[config.mk]
export PLATFORM = sky130hd
export DESIGN_NAME = tone_buzzer
export DESIGN_NICKNAME = d
export VERILOG_FILES = /design/src/rtl/tone_pkg.sv /design/src/rtl/tone_pwm.sv /design/src/rtl/tone_div.sv /design/src/rtl/tone_buzzer.sv
export SDC_FILE = /design/constraint.sdc
export NUM_CORES = 1
export LEC_CHECK = 0
export ABC_AREA = 0
export BUFFER_PORTS_ARGS = -buffer_cell sky130_fd_sc_hd__buf_2
export CAP_MARGIN = 20
export CORE_MARGIN = 4
export CORE_UTILIZATION = 57
export CTS_CLUSTER_SIZE = 8
export DETAILED_ROUTE_END_ITERATION = 10
export GPL_TIMING_DRIVEN = 0
export MAX_ROUTING_LAYER = met4
export PLACE_DENSITY = 0.91
export SKIP_CTS_REPAIR_TIMING = 1
export SLEW_MARGIN = 20
export SYNTH_ARGS = -nofsm -noshare
export SYNTH_HDL_FRONTEND = slang
export SYNTH_SLANG_ARGS = --single-unit
[constraint.sdc]
create_clock -name clk -period 2.9 [get_ports clk]
set_input_delay 0.725 -clock clk [delete_from_list [all_inputs] [get_ports clk]]
set_output_delay 0.725 -clock clk [all_outputs]
set_load 0.03 [all_outputs]
[src/rtl/tone_pkg.sv]
`timescale 1ns/1ps
package tone_pkg;
    typedef enum logic [1:0] {
        S_IDLE = 2'd0,
        S_PLAY = 2'd1,
        S_HOLD = 2'd2
    } tone_state_e;
endpackage

[src/rtl/tone_pwm.sv]
`timescale 1ns/1ps
// Prescaler, carrier counter and duty compare.
module tone_pwm #(
    parameter int SEL_W = 2,
    parameter int CNT_W = 8
) (
    input  logic             clk,
    input  logic             rst_n,
    input  logic             restart,
    input  logic             run,
    input  logic [SEL_W-1:0] sel,
    input  logic [CNT_W-1:0] duty,
    output logic             pwm_o,
    output logic             period_end_o
);
    localparam int PRE_W = (1 << SEL_W) - 1;

    logic [PRE_W-1:0] presc_q;
    logic [PRE_W-1:0] mask;
    logic [CNT_W-1:0] cnt_q;
    logic [CNT_W-1:0] duty_q;
    logic [SEL_W-1:0] sel_q;
    logic             tick;

    always_comb begin
        mask         = PRE_W'((1 << sel_q) - 1);
        tick         = (presc_q == mask);
        period_end_o = run && tick && (cnt_q == {CNT_W{1'b1}});
        pwm_o        = (cnt_q < duty_q);
    end

    always_ff @(posedge clk or negedge rst_n) begin
        if (!rst_n) begin
            presc_q <= '0;
            cnt_q   <= '0;
            duty_q  <= '0;
            sel_q   <= '0;
        end else if (restart) begin
            presc_q <= '0;
            cnt_q   <= '0;
            duty_q  <= duty;
            sel_q   <= sel;
        end else if (run) begin
            if (tick) begin
                presc_q <= '0;
                cnt_q   <= cnt_q + 1'b1;
                if (cnt_q == {CNT_W{1'b1}}) begin
                    duty_q <= duty;
                    sel_q  <= sel;
                end
            end else begin
                presc_q <= presc_q + 1'b1;
            end
        end
    end

    // a zero latched duty never lets the carrier high
    a_r3_zero_duty_low: assert property (@(posedge clk) disable iff (!rst_n)
        (duty_q == '0) |-> !pwm_o);

    // latched duty only moves at a period boundary or a restart
    a_r6_duty_stable: assert property (@(posedge clk) disable iff (!rst_n)
        (!restart && !period_end_o) |=> $stable(duty_q));
endmodule

[src/rtl/tone_div.sv]
`timescale 1ns/1ps
// Tone reload divider, clocked by carrier-period boundaries.
module tone_div #(
    parameter int RLD_W = 8
) (
    input  logic             clk,
    input  logic             rst_n,
    input  logic             restart,
    input  logic             period_end,
    input  logic [RLD_W-1:0] reload,
    output logic             tone_o,
    output logic             wrap_o
);
    logic [RLD_W-1:0] tcnt_q;
    logic             tone_q;

    always_comb begin
        tone_o = tone_q;
        wrap_o = period_end && (tcnt_q == '0) && !tone_q;
    end

    always_ff @(posedge clk or negedge rst_n) begin
        if (!rst_n) begin
            tcnt_q <= '0;
            tone_q <= 1'b0;
        end else if (restart) begin
            tcnt_q <= reload;
            tone_q <= 1'b1;
        end else if (period_end) begin
            if (tcnt_q == '0) begin
                tone_q <= ~tone_q;
                tcnt_q <= reload;
            end else begin
                tcnt_q <= tcnt_q - 1'b1;
            end
        end
    end

    // the tone level changes only at a carrier boundary or restart
    a_r4_tone_on_boundary: assert property (@(posedge clk) disable iff (!rst_n)
        (!restart && !period_end) |=> $stable(tone_q));
endmodule

[src/rtl/tone_buzzer.sv]
`timescale 1ns/1ps
module tone_buzzer #(
    parameter int SEL_W = 2,
    parameter int CNT_W = 8,
    parameter int RLD_W = 8,
    parameter int CYC_W = 8
) (
    input  logic             clk,
    input  logic             rst_n,
    input  logic             enable_i,
    input  logic [SEL_W-1:0] presc_sel_i,
    input  logic [CNT_W-1:0] duty_i,
    input  logic [RLD_W-1:0] reload_i,
    input  logic [CYC_W-1:0] cycles_i,
    input  logic             auto_stop_i,
    output logic             sound_o,
    output logic             tone_o,
    output logic             done_irq_o
);
    import tone_pkg::*;

    tone_state_e      state_q, state_d;
    logic [CYC_W-1:0] cyc_q;
    logic             irq_q;
    logic             run, restart;
    logic             pwm, tone, period_end, wrap;
    logic             last_cycle;

    always_comb begin
        run        = (state_q == S_PLAY);
        restart    = (state_q == S_IDLE) && enable_i;
        last_cycle = run && wrap && (cyc_q == CYC_W'(1));
    end

    tone_pwm #(.SEL_W(SEL_W), .CNT_W(CNT_W)) u_pwm (
        .clk          (clk),
        .rst_n        (rst_n),
        .restart      (restart),
        .run          (run),
        .sel          (presc_sel_i),
        .duty         (duty_i),
        .pwm_o        (pwm),
        .period_end_o (period_end)
    );

    tone_div #(.RLD_W(RLD_W)) u_div (
        .clk        (clk),
        .rst_n      (rst_n),
        .restart    (restart),
        .period_end (period_end),
        .reload     (reload_i),
        .tone_o     (tone),
        .wrap_o     (wrap)
    );

    // next-state logic
    always_comb begin
        state_d = state_q;
        unique case (state_q)
            S_IDLE: if (enable_i) state_d = S_PLAY;
            S_PLAY: begin
                if (!enable_i)                      state_d = S_IDLE;
                else if (last_cycle && auto_stop_i) state_d = S_HOLD;
            end
            S_HOLD: if (!enable_i) state_d = S_IDLE;
            default: state_d = S_IDLE;
        endcase
    end

    // state register, tone-period count and interrupt pulse
    always_ff @(posedge clk or negedge rst_n) begin
        if (!rst_n) begin
            state_q <= S_IDLE;
            cyc_q   <= '0;
            irq_q   <= 1'b0;
        end else begin
            state_q <= state_d;
            irq_q   <= last_cycle && enable_i;
            if (restart)
                cyc_q <= cycles_i;
            else if (run && wrap && cyc_q != '0)
                cyc_q <= cyc_q - 1'b1;
        end
    end

    // outputs
    always_comb begin
        sound_o    = run && pwm && tone;
        tone_o     = run && tone;
        done_irq_o = irq_q;
    end

    // the interrupt is a single-cycle pulse
    a_r8_irq_pulse: assert property (@(posedge clk) disable iff (!rst_n)
        done_irq_o |=> !done_irq_o);

    // a low enable always lands the machine in idle
    a_r7_disable_idle: assert property (@(posedge clk) disable iff (!rst_n)
        !enable_i |=> (state_q == S_IDLE));

    // after an automatic stop the block is silent on the next cycle
    a_r9_hold_after_irq: assert property (@(posedge clk) disable iff (!rst_n)
        (done_irq_o && auto_stop_i && $stable(enable_i) && enable_i) |-> (state_q == S_HOLD));
endmodule

== After elaboration in Yosys (flattened, before gate mapping) ==
Cells that the tools add are included.
Storage, ports and cells
  bits in registers: 41
  output and inout bits: 3
  word-level logic and storage cells: 79
Cells by class
  $add $sub $neg: 5
  magnitude comparators: 1
  equal/unequal tests: 8
  shift operators: 1
  multiplexer cells: 27
  bitwise logic cells: 1
  reductions and logical operators: 27
Operators by type and width (number)
  $mux 8: 12
  $mux 2: 8
  $sub 8x1->8 const B: 2
  $logic_and 1x1->1: 13
  $reduce_bool 2->1: 6
  $mux 3: 3
  $add 8x1->8 const B: 1
  $eq 8x1->1 const B: 1
  $eq 8x8->1 const B: 1
  $logic_not 8->1: 1
  $lt 8x8->1: 1
  $reduce_bool 8->1: 1
  $pmux 2 s3: 1
  $reduce_and 3->1: 2
  $ne 2x2->1 const B: 2
  $reduce_and 2->1: 2
  $add 3x1->3 const B: 1
  $eq 3x3->1: 1
  $mux 1: 3
  $ne 3x2->1 const B: 1
  $shl 1x2->3 const A: 1
  $sub 3x2->3 const B: 1
  $eq 2x1->1 const B: 1
  $eq 2x2->1 const B: 1
  other kinds (3): 3

== Depth between registers and ports, before layout ==
  depth after elaboration: 13
  depth in mapped cells: 8
  mapped depth without buffers: 7

== Hierarchy ==
From an unflattened synthesis, not the netlist that was laid out.
Unflattened totals
  cell total of the unflattened synthesis: 246
  area, all modules: 2494.9 µm²
By module, submodules not included
  tone_pwm: instances 1, cells an instance 111, area an instance 1232.4 µm², seq. area each 525.5 µm²
  tone_buzzer: instances 1, cells an instance 71, area an instance 660.6 µm², seq. area each 275.3 µm²
  tone_div: instances 1, cells an instance 64, area an instance 601.8 µm², seq. area each 225.2 µm²

== Worst setup path before layout ==
Ideal clock, no wire load.
  path type: register to output
  from: reg u_pwm.cnt_q[1]
  to: out sound_o
  data arrival time: 1.543 ns
  path slack: 0.632 ns
  stages on the path, launching flop included: 6
  path buffers: 0
  cells stage by stage: dfrtp_1 > ha_1 > a21o_1 > a21o_1 > a211oi_1 > o2111a_1
On the way
  longest elaborated chain between the ends: 3
RTL lines
  from (decl): RTL line tone_pwm.sv:20  | logic [CNT_W-1:0] cnt_q;
  from (signal assigned): RTL line tone_pwm.sv:46  | cnt_q <= cnt_q + 1'b1;
  $lt 8x8->1: RTL line tone_pwm.sv:29  | pwm_o = (cnt_q < duty_q);
  $logic_and 1x1->1 (2 in series): RTL line tone_buzzer.sv:88  | sound_o = run && pwm && tone;
  to (decl): RTL line tone_buzzer.sv:16  | output logic sound_o,
No other way between the ends.

== Worst setup path in the final report ==
Same ends and word-level chain as after synthesis.

==> results.toml <==
[pwr]
peakVddDrop_mv = 0.550
p_leak_nw = 1.24
p_per_area_mw_per_mm2 = 576

[logic_synthesis]
yosysSeqAreaShare_pct = 41.8
synth_edf_count = 0
syn_inst = 251
ys_top_cells_by_count = "dfrtp_1 (41), nand2_1 (22), o21ai_0 (16), inv_1 (15)"
synth-seq-cells = 41
ys.flop_type = "dfrtp_1"
ys_types = 55
yosys-top-cells-area = "dfrtp_1 (42%), ha_1 (7.1%), mux2_2 (6.0%)"
synth_top_area_share_pct = 41.8
syn_area_sq_mm = 0.00245
syn_nets = 295
ys_warn_count = 0
synth_top_cell_by_area = "dfrtp_1"
synth_most_common_cell = "dfrtp_1"
synth_area_per_cell_sq_um = 9.78
synth-async-reset-ratio_pct = 100

[worst_setup_path]
r2r-start = "u_div.tcnt_q[0]"
worstPathCellList = "ha_1, a21o_1, a21o_1, a211oi_1, o2111a_1, buf_2"
worstSetupEndpointType = "output pin"
worstPathRequired_ps = 2170
slowest_stage = "dfrtp_1"
slowest_delay_ps = 420
crit_start = "u_pwm.cnt_q[1]"
crit_end = "sound_o"
r2r-end = "cyc_q[3]"
critPathMaxFanout = 4
path_common_cell = "a21o_1"
rr_worst_depth = 8
cp.depth = 6
crit_family = "compound AO/OA/AOI/OAI gates"
setup.reg_to_reg.worst_slack_ps = 330
critPathBufInv = 1
cp.arrival_ps = 1950
startpoint_type = "flip-flop"
worstSetupPathType = "flip-flop to output pin"

[place]
gp_congestion = 0.917
post_dp_cell_area_sq_mm = 0.00268
dp_hpwl_um = 3860
portBuffers = 32

[global_routing]
grt_pass1_wl_um = 9350
grt_pass1_vias = 2109
use_met3_pct = 3.56
gr-usage-met2_pct = 35.9
grtUsageTotal_pct = 22.4
met1_usage_pct = 29.6
busiest_layer = "met2"
grt_antenna_before_repair = 0
gr-total-overflow = 0
grt_max_degree = 42

[timing]
fin_tns_setup_ps = 0
hold_viol_final = 0
drv_slew = 0
clock.fmax_ghz = 0.373
max_slew_margin_pct = 36.2
skew_ps = 9.82
period_needed_ps = 2680
tightest_slew_ps = 955
holdWs_ps = 509
fin_crit_sh_pct = 92.4
setup_violations = 0
rsz0062_at_grt = "false"

[layout]
fillerInstances = 331
regArea_sq_mm = 0.00103
layout-area-overhead-vs-synth_pct = 13.2
postLayoutCoreUtil_pct = 68.0
final_layout_size_suffix_gt1_share_pct = 21.3
diodes = 0
nNetsFinal = 334
multiInputGateArea_sq_mm = 0.00133
design_area_sq_mm = 0.00278

[clocking]
clk_latency_ps = 290
cts-root-buf = "clkbuf_8"
cts_tree = "yes"
cts_buffers = 5
cts_max_path_buffers = 2
clk_pin_slew_worst_paths_ps = 70
cts_sinks = 41
h-tree-depth = 2

[die]
die_area_sq_mm = 0.00542
die_w_um = 73.6
io_pins = 33
die_height_um = 73.6
rows = 23
start_util_pct = 60.0
core_sq_mm = 0.00409

[detailed_routing]
dr_total_vias = 2102
dr.pass1.iters = 4
vias_per_cell = 6.16
drt_iter0_markers = 197
wirelength_um = 5190
drcViolationCount = 0
wl_per_cell_um = 15.2
detail-route-antenna-nets = 0

[run]
maxCapViolations = 0

[run_status]
status = "completed"

[hold_path]
hold_path.class = "flip-flop to flip-flop"
cells by family (layout without fill, tap and decap cells):
group | Yosys count | after routing | synth area share, %
XOR/XNOR | 5 | 5 | 1.79
buffers and inverters | 24 | 64 | 4.03
adder cells (fa/ha/maj) | 14 | 14 | 7.14
multiplexers | 13 | 13 | 5.97
AO/OA/AOI/OAI | 68 | 68 | 20.3
flip-flops | 41 | 41 | 41.8
AND/OR/NAND/NOR | 86 | 86 | 18.9
state kept, by name (all words and copies together), names as in the netlist:
| signal | flops |
|---|---|
| cyc_q | 8 |
| u_div.tcnt_q | 8 |
| u_pwm.cnt_q | 8 |
| u_pwm.duty_q | 8 |
| u_pwm.presc_q | 3 |
| state_q | 2 |
| u_pwm.sel_q | 2 |
| done_irq_o | 1 |
| u_div.tone_o | 1 |
worst register-to-register path, stage by stage (launching register included):
cell,delay [ps]
dfrtp_1,400
inv_1,130
ha_1,170
nor4b_2,370
nand4_1,250
a2111o_1,470
buf_6,150
or4_1,490
nand3_1,80
final cells by class:
cell class              instances  area share (%)
clock buffers                   7            3.47
multi-input cells             186            47.8
plain buffers                   9            1.53
repair buffers                 32            5.77
clock inverters                 1           0.180
well taps                      50            2.25
inverters                      15            2.03
flip-flops and latches         41            36.9
through the flow:
| step | cells | worst slack, ps | total power, mW |
|---|---|---|---|
| floorplan | 251 | 632 | 1.07 |
| global placement | 333 | 291 | 1.17 |
| detailed placement | 333 | 263 | 1.20 |
| CTS | 341 | 198 | 1.61 |
| global route | 341 | 127 | 1.71 |
| finish | 341 | 221 | 1.60 |
routing by layer:
metal / part of all wire (%) / wire, um
met3: 5.4 / 281
met1: 46 / 2370
met2: 48 / 2510
met4: 0.69 / 36
met5: 0 / 0
worst min-delay path by stage:
stage                          from               to  slack, ps  depth (start not counted)
CTS                 u_pwm.duty_q[3]  u_pwm.duty_q[3]        510                          1
finish              u_pwm.duty_q[3]  u_pwm.duty_q[3]        510                          1
detailed placement  u_pwm.duty_q[3]  u_pwm.duty_q[3]        500                          1
global placement    u_pwm.duty_q[1]  u_pwm.duty_q[1]        490                          1
global route        u_pwm.duty_q[0]  u_pwm.duty_q[0]        550                          1
floorplan                     rst_n         cyc_q[0]        430                          0
layout by cell type, fill, tap and decap left out, types with 3 or more instances in the layout:
master and n:
dfrtp_1 41, buf_2 33, nand2_1 22, o21ai_0 16, inv_1 15, nor2_1 14, ha_1 14, mux2_2 13
a21oi_1 9, clkbuf_1 7, nand3_1 7, clkbuf_8 7, nor3_1 6, o211ai_1 5, a31oi_1 5, nand2b_1 4
a21o_1 4, or4_1 4, and3_1 4, or3_1 4, nor2b_1 3, xnor2_1 3, or2_2 3
report_power, final:
group | internal (mW) | switching [mW]
Clock | 0.215 | 0.197
Combinational | 0.195 | 0.214
Sequential | 0.665 | 0.114
No activity file was read; power rests on OpenSTA's default activity.
